==> config.mk <==
export PLATFORM = sky130hd
export DESIGN_NAME = qbc_top
export DESIGN_NICKNAME = d
export VERILOG_FILES = /design/src/rtl/qbc_pkg.sv /design/src/rtl/qbc_gain_sel.sv /design/src/rtl/qbc_prescaler.sv /design/src/rtl/qbc_sat_counter.sv /design/src/rtl/qbc_top.sv
export SDC_FILE = /design/constraint.sdc
export NUM_CORES = 1
export LEC_CHECK = 0
export ABC_AREA = 1
export BUFFER_PORTS_ARGS = -buffer_cell sky130_fd_sc_hd__buf_2
export CAP_MARGIN = 20
export CORE_AREA = 4 4 57 59
export CTS_CLUSTER_DIAMETER = 120
export DETAILED_ROUTE_END_ITERATION = 12
export DIE_AREA = 0 0 61 63
export PLACE_DENSITY = 0.6
export SLEW_MARGIN = 20
export SYNTH_ARGS = -nofsm -noshare
export SYNTH_HDL_FRONTEND = slang
export SYNTH_HIERARCHICAL = 1
export SYNTH_SLANG_ARGS = --single-unit
==> constraint.sdc <==
create_clock -name clk -period 2.45 [get_ports clk]
set_input_delay 0.1225 -clock clk [delete_from_list [all_inputs] [get_ports clk]]
set_output_delay 0.1225 -clock clk [all_outputs]
set_load 0.005 [all_outputs]
==> src/rtl/qbc_pkg.sv <==
package qbc_pkg;
  localparam int MODE_W = 3;

  typedef enum logic [MODE_W-1:0] {
    QM_FINE   = 3'd0,
    QM_COARSE = 3'd1,
    QM_BL_LO  = 3'd2,
    QM_BL_MID = 3'd3,
    QM_BL_HI  = 3'd4
  } qm_e;

  typedef enum logic [1:0] {
    ST_IDLE = 2'd0,
    ST_RUN  = 2'd1,
    ST_HOLD = 2'd2
  } st_e;
endpackage

==> src/rtl/qbc_gain_sel.sv <==
module qbc_gain_sel
  import qbc_pkg::*;
#(
  parameter int CODE_W = 8,
  parameter int BP_LO  = 32,
  parameter int BP_MID = 64,
  parameter int BP_HI  = 128
) (
  input  logic [MODE_W-1:0] mode_i,
  input  logic [CODE_W-1:0] count_i,
  output logic              fine_o
);
  always_comb begin
    case (mode_i)
      QM_COARSE: fine_o = 1'b0;
      QM_BL_LO:  fine_o = (count_i < CODE_W'(BP_LO));
      QM_BL_MID: fine_o = (count_i < CODE_W'(BP_MID));
      QM_BL_HI:  fine_o = (count_i < CODE_W'(BP_HI));
      default:   fine_o = 1'b1;
    endcase
  end
endmodule

==> src/rtl/qbc_prescaler.sv <==
module qbc_prescaler #(
  parameter int RATIO_LOG2 = 2
) (
  input  logic clk,
  input  logic rst_n,
  input  logic clr_i,
  input  logic pulse_i,
  input  logic fine_i,
  output logic step_o
);
  generate
    if (RATIO_LOG2 == 0) begin : g_direct
      assign step_o = pulse_i;
    end else begin : g_div
      logic [RATIO_LOG2-1:0] pre_q;
      always_ff @(posedge clk or negedge rst_n) begin
        if (!rst_n)                  pre_q <= '0;
        else if (clr_i)              pre_q <= '0;
        else if (pulse_i && !fine_i) pre_q <= pre_q + 1'b1;
      end
      assign step_o = pulse_i && (fine_i || (pre_q == '1));
    end
  endgenerate
endmodule

==> src/rtl/qbc_sat_counter.sv <==
module qbc_sat_counter #(
  parameter int CODE_W = 8
) (
  input  logic              clk,
  input  logic              rst_n,
  input  logic              clr_i,
  input  logic              step_i,
  output logic [CODE_W-1:0] count_o,
  output logic              at_max_o
);
  logic [CODE_W-1:0] cnt_q;

  assign at_max_o = (cnt_q == '1);
  assign count_o  = cnt_q;

  always_ff @(posedge clk or negedge rst_n) begin
    if (!rst_n)                   cnt_q <= '0;
    else if (clr_i)               cnt_q <= '0;
    else if (step_i && !at_max_o) cnt_q <= cnt_q + 1'b1;
  end
endmodule

==> src/rtl/qbc_top.sv <==
module qbc_top
  import qbc_pkg::*;
#(
  parameter int CODE_W     = 8,
  parameter int RATIO_LOG2 = 2,
  parameter int BP_LO      = 32,
  parameter int BP_MID     = 64,
  parameter int BP_HI      = 128
) (
  input  logic              clk,
  input  logic              rst_n,
  input  logic              start_i,
  input  logic [2:0]        mode_i,
  input  logic              quantum_i,
  input  logic              rundown_end_i,
  input  logic              clear_i,
  output logic [CODE_W-1:0] code_o,
  output logic              done_o,
  output logic              overflow_o
);
  st_e               st_q;
  logic [MODE_W-1:0] mode_q;
  logic              done_q;
  logic              busy;
  logic              start_ok;
  logic              clr_cnt;
  logic              pulse_en;
  logic              fine_now;
  logic              step;
  logic [CODE_W-1:0] count;
  logic              at_max;

  assign busy     = (st_q == ST_RUN);
  assign start_ok = start_i && !busy;
  assign clr_cnt  = clear_i || start_ok;
  assign pulse_en = quantum_i && busy;

  always_ff @(posedge clk or negedge rst_n) begin
    if (!rst_n) begin
      st_q   <= ST_IDLE;
      mode_q <= '0;
      done_q <= 1'b0;
    end else if (clear_i) begin
      st_q   <= ST_IDLE;
      done_q <= 1'b0;
    end else if (start_ok) begin
      st_q   <= ST_RUN;
      mode_q <= mode_i;
      done_q <= 1'b0;
    end else if (busy && rundown_end_i) begin
      st_q   <= ST_HOLD;
      done_q <= 1'b1;
    end else begin
      done_q <= 1'b0;
    end
  end

  qbc_gain_sel #(
    .CODE_W(CODE_W), .BP_LO(BP_LO), .BP_MID(BP_MID), .BP_HI(BP_HI)
  ) u_gain (
    .mode_i (mode_q),
    .count_i(count),
    .fine_o (fine_now)
  );

  qbc_prescaler #(.RATIO_LOG2(RATIO_LOG2)) u_pre (
    .clk    (clk),
    .rst_n  (rst_n),
    .clr_i  (clr_cnt),
    .pulse_i(pulse_en),
    .fine_i (fine_now),
    .step_o (step)
  );

  qbc_sat_counter #(.CODE_W(CODE_W)) u_cnt (
    .clk     (clk),
    .rst_n   (rst_n),
    .clr_i   (clr_cnt),
    .step_i  (step),
    .count_o (count),
    .at_max_o(at_max)
  );

  assign code_o     = count;
  assign done_o     = done_q;
  assign overflow_o = at_max;
endmodule

Word-level counts from Yosys, hierarchy flattened:

Index checks and enable logic that the tools add are counted.

* bits of input ports: 9
* output and inout bits: 10
* register bits after elaboration: 16
* logic and storage cells: 44

* $lt $le $gt $ge: 3
* bitwise gates (word level): 1
* reduce and logical (&&, ||, !) cells: 15
* eq/ne operators: 7
* add/sub/neg operators: 2
* muxes and demuxes: 11

Operator list (count)
* $mux W8: 2
* $mux W2: 5
* $add A8 B1 Y8 const B: 1
* $eq A8 B8 Y1 const B: 1
* $lt A8 B6 Y1 const B: 1
* $lt A8 B7 Y1 const B: 1
* $lt A8 B8 Y1 const B: 1
* $eq A3 B2 Y1 const B: 2
* $logic_and A1 B1 Y1: 6
* $pmux W1 S4: 1
* $reduce_bool A2 Y1: 2
* $eq A3 B1 Y1 const B: 1
* $eq A3 B3 Y1 const B: 1
* $logic_not A1 Y1: 3
* $mux W1: 3
* $reduce_bool A3 Y1: 1
* $add A2 B1 Y2 const B: 1
* $eq A2 B1 Y1 const B: 1
* $eq A2 B2 Y1 const B: 1
* $logic_or A1 B1 Y1: 2
* $reduce_and A2 Y1: 1
* $not A1 Y1: 1

Longest topological paths before layout:

Gate-level depths: netlist (run 1).

* depth in word-level cells: 7
* depth in mapped cells: 12
* depth with buffers taken out: 12

Modules after synthesis:

The synthesis (run 1) kept the hierarchy.

Modules (own cells, without submodules)
* qbc_sat_counter: instances 1, area each 508.0 µm², cells each 70, seq. area each 200.2 µm²
* qbc_top: instances 1, area each 265.3 µm², cells each 29, seq. area each 150.1 µm²
* qbc_prescaler: instances 1, area each 113.9 µm², cells each 14, seq. area each 50.0 µm²
* qbc_gain_sel: instances 1, area each 48.8 µm², cells each 11, seq. area each 0.0 µm²

Worst setup path after synthesis (run 1):

No wires, ideal clock.

* path kind: reg-to-reg
* from: register st_q[1]
* to: register u_cnt.cnt_q[0] (netlist: u_cnt/count_o[0])
* setup slack: 0.996 ns
* library setup time: 0.076 ns
* clock period less this slack: 1.454 ns
* arrival: 1.377 ns
* stages on the path, launching flop included: 9
* required time: 2.374 ns
* path buffers: 0
* cell sequence: dfrtp_1 > inv_2 > nand2_4 > nor2_1 > o21a_1 > inv_1 > a21oi_1 > nand3_1 > o21ai_1

* cells in the longest elaborated chain, start to end: 5
* elaborated cells between the ends (all ways): 9
* those cells by class: eq/ne (1); mux (1); reduce/logical (7)

RTL lines
* start, declared: line qbc_top.sv:21 `st_e st_q;`
* start signal, assigned: line qbc_top.sv:40 `st_q <= ST_IDLE;`
* start signal, assigned: line qbc_top.sv:44 `st_q <= ST_IDLE;`
* start signal, assigned: line qbc_top.sv:47 `st_q <= ST_RUN;`
* $eq A2 B1 Y1: line qbc_top.sv:33 `assign busy = (st_q == ST_RUN);`
* $logic_and A1 B1 Y1: line qbc_top.sv:36 `assign pulse_en = quantum_i && busy;`
* net pulse_en: line qbc_top.sv:27 `logic pulse_en;`
* $logic_and A1 B1 Y1: line qbc_prescaler.sv:21 `assign step_o = pulse_i && (fine_i || (pre_q == '1));`
* net step: line qbc_top.sv:29 `logic step;`
* $logic_and A1 B1 Y1: line qbc_sat_counter.sv:19 `else if (step_i && !at_max_o) cnt_q <= cnt_q + 1'b1;`
* $reduce_bool A2 Y1 (no line)
* end signal, assigned: line qbc_sat_counter.sv:19
* end, declared: line qbc_sat_counter.sv:11 `logic [CODE_W-1:0] cnt_q;`

The timed path passes the listed nets, and every way through them passes these cells.
A chain may end at the register's enable or synchronous reset.

Worst setup path after layout (run 1):

Same ends and word-level chain as after synthesis.

==> impl_summary.txt, run 1 <==
----------------------------------------------------
[Status]
  Result of the run ... finished clean

[Place]
  Number of input and output port buffers inserted ... 18
  Placement-stage worst setup slack ... between 0.7 and 0.8 ns
  Cells after DPL ... 173
  Last weighted congestion value of the routability-driven placer ... just under 0.8
  Sum of net half-perimeters after detailed placement ... approximately 1600 um
  Placed Area ... approximately 1100 um2

[Route]
  Routed length on met3 ... between 100 and 150 um
  Per-cell routed wire length ... ~11 um
  DR DRC count ... 0
  Number of vias after detailed routing ... approximately 830
  Met1 layer wirelength in the final routing ... just over 900 um
  First-pass DRT Iterations ... 4
  Met2 Routed Length ... ~880 um
  Highest routed layer ... met4
  Count of routing violations after the opening detailed-route iteration ... 14
  Sum of routed wire length over all layers ... approximately 1900 um
  Number of nets with antenna violations after detailed routing ... 0
  Average via count per standard cell ... 4.67

[CTS]
  Clk Latency, worst-skew pair ... about 0.28 ns
  Clock tree buffer depth ... 2
  Post-CTS setup buffer count ... 0
  Number of instances resized during post-cts repair ... 0
  Clock tree from TritonCTS ... done
  Number of sinks handled by clock tree synthesis ... 16
  Number of buffers added by the clock tree synthesis step ... 3
  CTS H-Tree Depth ... 1
  CTS Root Cell ... clkbuf_4
  Clock-pin slew of the registers on the worst-case setup and hold paths ... 0.09 ns

[Hold path]
  Class of the most critical hold timing path ... in -> reg

[Synthesis]
  Unique cell type count in the Yosys netlist ... 21
  Share of synthesized area occupied by flip-flops and latches ... 42.8%
  Share of async-settable or async-resettable flops after synthesis ... 100%
  Post-Syn Nets ... between 100 and 150
  Seq cells post-synth ... 16
  Share of the synthesized area in the top cell type ... 42.8%
  Dominant cells by area after synthesis ... dfrtp_1 (43%), nand2_1 (15%), inv_1 (6.0%)
  Count of flip-flops with a built-in enable after synthesis ... 0
  Predominant post-synthesis flop cell ... dfrtp_1
  Syn Inst Count ... about 120
  Synthesized area per cell ... ~7.5 um2
  Count of yosys warnings during synthesis ... 6
  Mapped Area ... 936 um2
  Synth area leader ... dfrtp_1

[Final layout]
  Antenna diode count ... 0
  Area growth, synth to finish ... 17.2%
  Design area ... roughly 1100 um2
  Fraction of final layout cells sized beyond drive strength 1 ... a little under a quarter
  Final cell count without fillers ... 177
  # nets final ... 159
  Highest-count cells in the layout ignoring fill and taps ... nand2_1 (38), buf_2 (18), dfrtp_1 (16)
  Commonest non-fill, non-tap cell in the layout ... nand2_1
  Fillers ... roughly 300

[Die]
  Standard-cell rows ... 19
  Die Span Y ... ~63 um
  Core Area ... 2710 um2
  Starting utilization of the core area ... between 30% and 40%
  Floorplan die area ... 3840 um2
  Number of I/O pins ... 19
  Die X-Extent ... 61 um

[GRT]
  Leftover overflow at the end of global routing ... 0
  Largest net degree at the start of global routing ... 17
  Overall track demand over capacity in global routing ... a little under an eighth
  Number of antenna violations at the first check in global routing ... 0
  Wire length of the first global-routing pass ... approximately 3500 um
  Vias in the first global route ... 878

[Power and ir drop]
  Sequential fraction of design power ... a little over half
  Switching power of the nets ... approximately 0.16 mW
  Internal Dissipation ... 0.373 mW
  Power share of the combinational group ... 20.2%
  Leakage Power ... about 0.62 nW
  Clock power share ... around 26%
  Power density over the cells ... slightly below 500 nW/um2
  Fraction of power spent switching nets ... just over 30%
  Peak supply drop ... ~0.27 mV

[STA]
  Setup repair after global routing missed its margin ... false
  Final hold violation count ... 0
  Slew at the pin closest to its max-slew limit ... between 0.3 and 0.4 ns
  # setup viols final ... 0
  Setup_tns ... 0 ns
  Max Transition Viols Final ... 0
  Max Freq ... just under 600 MHz
  Max transition margin ... around three quarters
  Fin crit period ... around 1.7 ns
  Crit share post-route ... between 70% and 80%
  Largest clock skew in the final design ... 0.00142 ns
  Fin worst setup slack ... 0.731 ns

[Worst setup path]
  Critical path's slowest cell ... dfrtp_1
  Cell family with the largest share of critical-path delay ... compound AO/OA/AOI/OAI gates
  Startpoint Class ... flip-flop
  Delay of the slowest critical-path stage ... around 0.4 ns
  Critical path class ... reg -> reg
  Largest driver fanout on the critical path ... 6
  Arrival time at the worst endpoint ... 1.93 ns
  Endpoint kind of the worst setup timing path ... flip-flop
  Worst path buffer plus inverter count ... 2
  CP Data Required Time ... between 2 and 3 ns
  Cells along the critical path ... inv_2 > nand2_4 > nor2_1 > o21a_1 > inv_1 > a21oi_1 > nand3_1 > o21ai_1

[Flow run]
  Max-cap violation count ... 0

----------------------------------------------------
cells in the mapped netlist (2+ instances only):
cell,number
nor3_1,2
inv_2,3
nand3_1,10
nand2_4,4
o21ai_1,3
inv_1,15
a21oi_1,3
nand4_1,6
ha_1,2
xor2_1,2
nand2_2,2
nor2_1,11
nand2_1,38
dfrtp_1,16
flip-flops by register name (all words and copies together), names as in the netlist:
signal             count
u_pre/g_div.pre_q      2
u_cnt/count_o          8
done_o                 1
st_q                   2
mode_q                 3
final cells by class:
class                           count  area [um2]  area share, %
Inverter                           19        76.3           6.96
Timing Repair Buffer               19         100           9.12
Sequential cell                    16         400           36.5
Tap cell                           31        38.8           3.53
Multi-Input combinational cell     89         459           41.8
Clock buffer                        3        22.5           2.05
worst reg2reg max path, cell delays in order (launching register included):
cell     delay [ns]
dfrtp_1        0.40
inv_2          0.08
nand2_4        0.07
nor2_1         0.24
o21a_1         0.28
inv_1          0.09
a21oi_1        0.28
nand3_1        0.11
o21ai_1        0.10
through the flow:
stage / utilization [%] / hold slack, ns / power, mW
after global placement: 39.3 / 0.0618 / 0.401
final: 40.5 / 0.0189 / 0.536
after global routing: 40.5 / 0.0275 / 0.579
after CTS: 40.5 / 0.00878 / 0.544
after floorplan: - / -0.173 / 0.371
after detailed placement: 39.3 / 0.0621 / 0.403
per-layer routing:
metal	up-vias	GRT usage [%]
met5	-	0
met1	365	14.0
met4	0	6.23
met3	4	3.10
met2	18	18.6
li1	440	-
cells by family (layout without fill, tap and decap cells):
group,count (synthesis),in the layout,share of synthesized area (%)
and+or+nand+nor,77,77,40.0
adders and majority gates,2,2,2.67
buffers and inverters,19,41,8.15
AOI/OAI and AO/OA,8,8,4.54
xor gates and xnor gates,2,2,1.87
DFF,16,16,42.8
worst paths after layout:
check | slack [ns] | cells past startpoint | start | to
worst max-delay path | 0.73 | 8 | st_q[1] | u_cnt/count_o[0]
worst min-delay path | 0.02 | 2 | clear_i | done_o
worst max register to register | 0.73 | 8 | st_q[1] | u_cnt/count_o[0]
worst min register to register | 0.48 | 2 | mode_q[0] | mode_q[0]
max in group asynchronous | 1.90 | 2 | rst_n | done_o
min in group asynchronous | 0.28 | 2 | rst_n | u_cnt/count_o[4]
power by group through the flow:
stage | Clock [mW] | Sequential, mW | Combinational, mW
2_1_floorplan | 0 | 0.294 | 0.0778
3_3_place_gp | 0 | 0.295 | 0.106
3_5_place_dp | 0 | 0.295 | 0.108
4_1_cts | 0.145 | 0.290 | 0.109
5_1_grt | 0.159 | 0.292 | 0.128
6_report | 0.138 | 0.290 | 0.108
what timing repair did:
action / CTS / global route
endpoints found under the setup margin: 0 / 0
endpoints found under the hold margin: 16 / 0
hold buffers: 1 / 0
Note: power is estimated with default switching activity, not from simulation.
==> run 2: changes to the inputs <==
- clock period: 2.45 -> 1.7 ns (I/O delays scaled with it)
==> run 2 against run 1 <==
Effect of this change: clock power rose by 80%; via count grew 4.1%; die area unchanged; non-clock buffer count grew 3; routed wire length grew 0.52%; clock skew increased by 0.0027 ns; highest routed layer unchanged; total power rose by 54%; critical path depth rose by 2; first-iteration DRC count up 120%; combinational power rose by 49%; largest power group unchanged; sequential cell count did not move; count of clock-buffer cells in the layout is 1 higher.
==> impl_summary.txt, run 2 (same netlist as run 1, synthesis figures left out) <==
----------------------------------------------------
[Die]
  Floorplan die area ... 3840 um2 (unchanged)
  Standard-cell rows ... 19 (unchanged)
  Number of I/O pins ... 19 (unchanged)
  Die X-Extent ... 61 um (unchanged)
  Core Area ... 2710 um2 (unchanged)
  Starting utilization of the core area ... 34.5% (unchanged)
  Die Span Y ... 63 um (unchanged)

[Power and ir drop]
  Peak supply drop ... 0.425 mV (+57%)
  Leakage Power ... 0.637 nW (+3.5%)
  Power density over the cells ... 726 nW/um2 (+49%)

[Final layout]
  Flip-flop count of the largest register, all copies and words added ... 8 (unchanged)
  Area growth, synth to finish ... 21.8%
  Antenna diode count ... 0 (unchanged)
  Commonest non-fill, non-tap cell in the layout ... nand2_1
  Fillers ... 297 (+0.68%)
  Highest-count cells in the layout ignoring fill and taps ... nand2_1 (38), buf_2 (18), dfrtp_1 (16)
  Fraction of final layout cells sized beyond drive strength 1 ... 25.3% (+2.0 points)
  # nets final ... 162 (+1.9%)

[Route]
  Sum of routed wire length over all layers ... 1940 um (+0.52%)
  Number of nets with antenna violations after detailed routing ... 0 (unchanged)
  DR DRC count ... 0 (unchanged)
  Average via count per standard cell ... 4.76 (+1.8%)
  First-pass DRT Iterations ... 4 (unchanged)
  Per-cell routed wire length ... 10.7 um (-1.7%)
  Count of routing violations after the opening detailed-route iteration ... 31 (+17)
  Number of vias after detailed routing ... 861 (+4.1%)

[Worst setup path]
  Delay of the slowest critical-path stage ... 0.39 ns (about the same)
  Critical path class ... reg -> reg
  Endpoint kind of the worst setup timing path ... flip-flop
  Largest driver fanout on the critical path ... 6 (unchanged)
  Startpoint Class ... flip-flop
  Cell family with the largest share of critical-path delay ... simple AND/OR/NAND/NOR gates
  Worst path buffer plus inverter count ... 3 (+1)
  Cells along the critical path ... inv_2 > nand2_4 > nor2_1 > o21a_1 > buf_4 > nand2_4 > nand2_4 > clkinv_4 > nand2_1 > nand2_1
  Critical path's slowest cell ... dfrtp_1
  Cell occurring most often along the worst timing path ... nand2_4
  CP Data Required Time ... 1.88 ns (-0.78 ns)
  Arrival time at the worst endpoint ... 1.69 ns (-0.24 ns)

[STA]
  Crit share post-route ... 88.8% (+19 points)
  Setup_tns ... 0 ns (unchanged)
  Max transition margin ... 75.8% (+0.52 points)
  Setup repair after global routing missed its margin ... false
  Max Freq ... 663 MHz (+14%)
  Final hold violation count ... 0 (unchanged)
  Largest clock skew in the final design ... 0.00413 ns (+0.00271 ns)
  Fin crit period ... 1.51 ns (-0.210 ns)
  Hold slack final ... 0.0577 ns (+0.0387 ns)
  Max Transition Viols Final ... 0 (unchanged)
  Slew at the pin closest to its max-slew limit ... 0.363 ns (-0.00781 ns)
  # setup viols final ... 0 (unchanged)

[CTS]
  Number of sinks handled by clock tree synthesis ... 16 (unchanged)
  CTS H-Tree Depth ... 1 (unchanged)
  Clock tree buffer depth ... 2 (unchanged)
  Number of buffers added by the clock tree synthesis step ... 3 (unchanged)
  Clock tree from TritonCTS ... done
  Clk Latency, worst-skew pair ... 0.28 ns (about the same)
  Clock-pin slew of the registers on the worst-case setup and hold paths ... 0.10 ns (about the same)
  CTS Root Cell ... clkbuf_4

[GRT]
  Vias in the first global route ... 832 (-5.2%)
  Wire length of the first global-routing pass ... 3450 um (-1.2%)
  Overall track demand over capacity in global routing ... 11.5% (-0.21 points)
  Leftover overflow at the end of global routing ... 0 (unchanged)
  Largest net degree at the start of global routing ... 17 (unchanged)
  Number of antenna violations at the first check in global routing ... 0 (unchanged)

[Place]
  Last weighted congestion value of the routability-driven placer ... 0.844 (+9.0%)
  Number of input and output port buffers inserted ... 18 (unchanged)
  Sum of net half-perimeters after detailed placement ... 1560 um (+0.35%)

[Status]
  Result of the run ... finished clean

[Hold path]
  Class of the most critical hold timing path ... in -> reg

[Flow run]
  Max-cap violation count ... 0 (unchanged)

----------------------------------------------------
run 2: cell types whose count changed in the layout (fill, tap and decap cells not counted):
cell	change
buf_4	+2
clkbuf_8	+1
dlygate4sd3_1	+1
a21oi_1	-1
a21oi_2	+1
run 2: what timing repair did:
action | 4_1_cts | 5_1_grt
setup buffers | 0 | 0
gates resized for setup | 0 | 1
hold endpoints to repair | 18 | 0
setup endpoints to repair | 0 | 4
hold buffers | 2 | 0
run 2: worst register-to-register path, cell delays in order (launching register included):
cell and delay (ns):
dfrtp_1 0.39, inv_2 0.08, nand2_4 0.06, nor2_1 0.23, o21a_1 0.20, buf_4 0.14
nand2_4 0.05, nand2_4 0.09, clkinv_4 0.07, nand2_1 0.05, nand2_1 0.05
run 2: final cells by class:
class,instances,area [um2],area share [%]
Inverter,19,76.3,6.70
Tap cell,31,38.8,3.40
Sequential cell,16,400,35.1
Multi-Input combinational cell,89,463,40.6
Clock buffer,4,36.3,3.18
Timing Repair Buffer,22,125,11.0
run 2: per-stage QoR:
step / total power, mW / worst slack, ns / utilization, % / instances / instance area, um2
finish: 0.827 / 0.191 / 42.1 / 181 / 1140
global route: 0.887 / 0.00433 / 42.1 / 181 / 1140
CTS: 0.841 / 0.0806 / 41.9 / 181 / 1140
detailed placement: 0.583 / 0.101 / 39.8 / 175 / 1080
global placement: 0.580 / 0.147 / 39.8 / 175 / 1080
floorplan: 0.535 / 0.246 / - / 124 / 936
run 2: power breakdown:
group / switching, mW / internal [mW] / total, mW
registers: 0.0158 / 0.403 / 0.418
clock network: 0.118 / 0.130 / 0.248
logic: 0.102 / 0.0587 / 0.161
run 2: layer usage:
layer	vias up	global-route usage (%)	share of wire (%)
met1	393	14.5	48
met2	18	18.9	46
met5	-	0	0
met4	0	4.07	0.46
met3	2	2.48	5.6
li1	448	-	-
run 2: final timing paths:
kind	start	to	slack (ns)	cells after the start
worst min-delay path	mode_i[1]	mode_q[1]	0.06	3
max in group asynchronous	rst_n	u_cnt/count_o[6]	1.20	2
worst max register to register	st_q[1]	u_cnt/count_o[7]	0.19	10
worst max-delay path	st_q[1]	u_cnt/count_o[7]	0.19	10
min in group asynchronous	rst_n	u_cnt/count_o[7]	0.23	2
worst min register to register	mode_q[0]	mode_q[0]	0.48	2
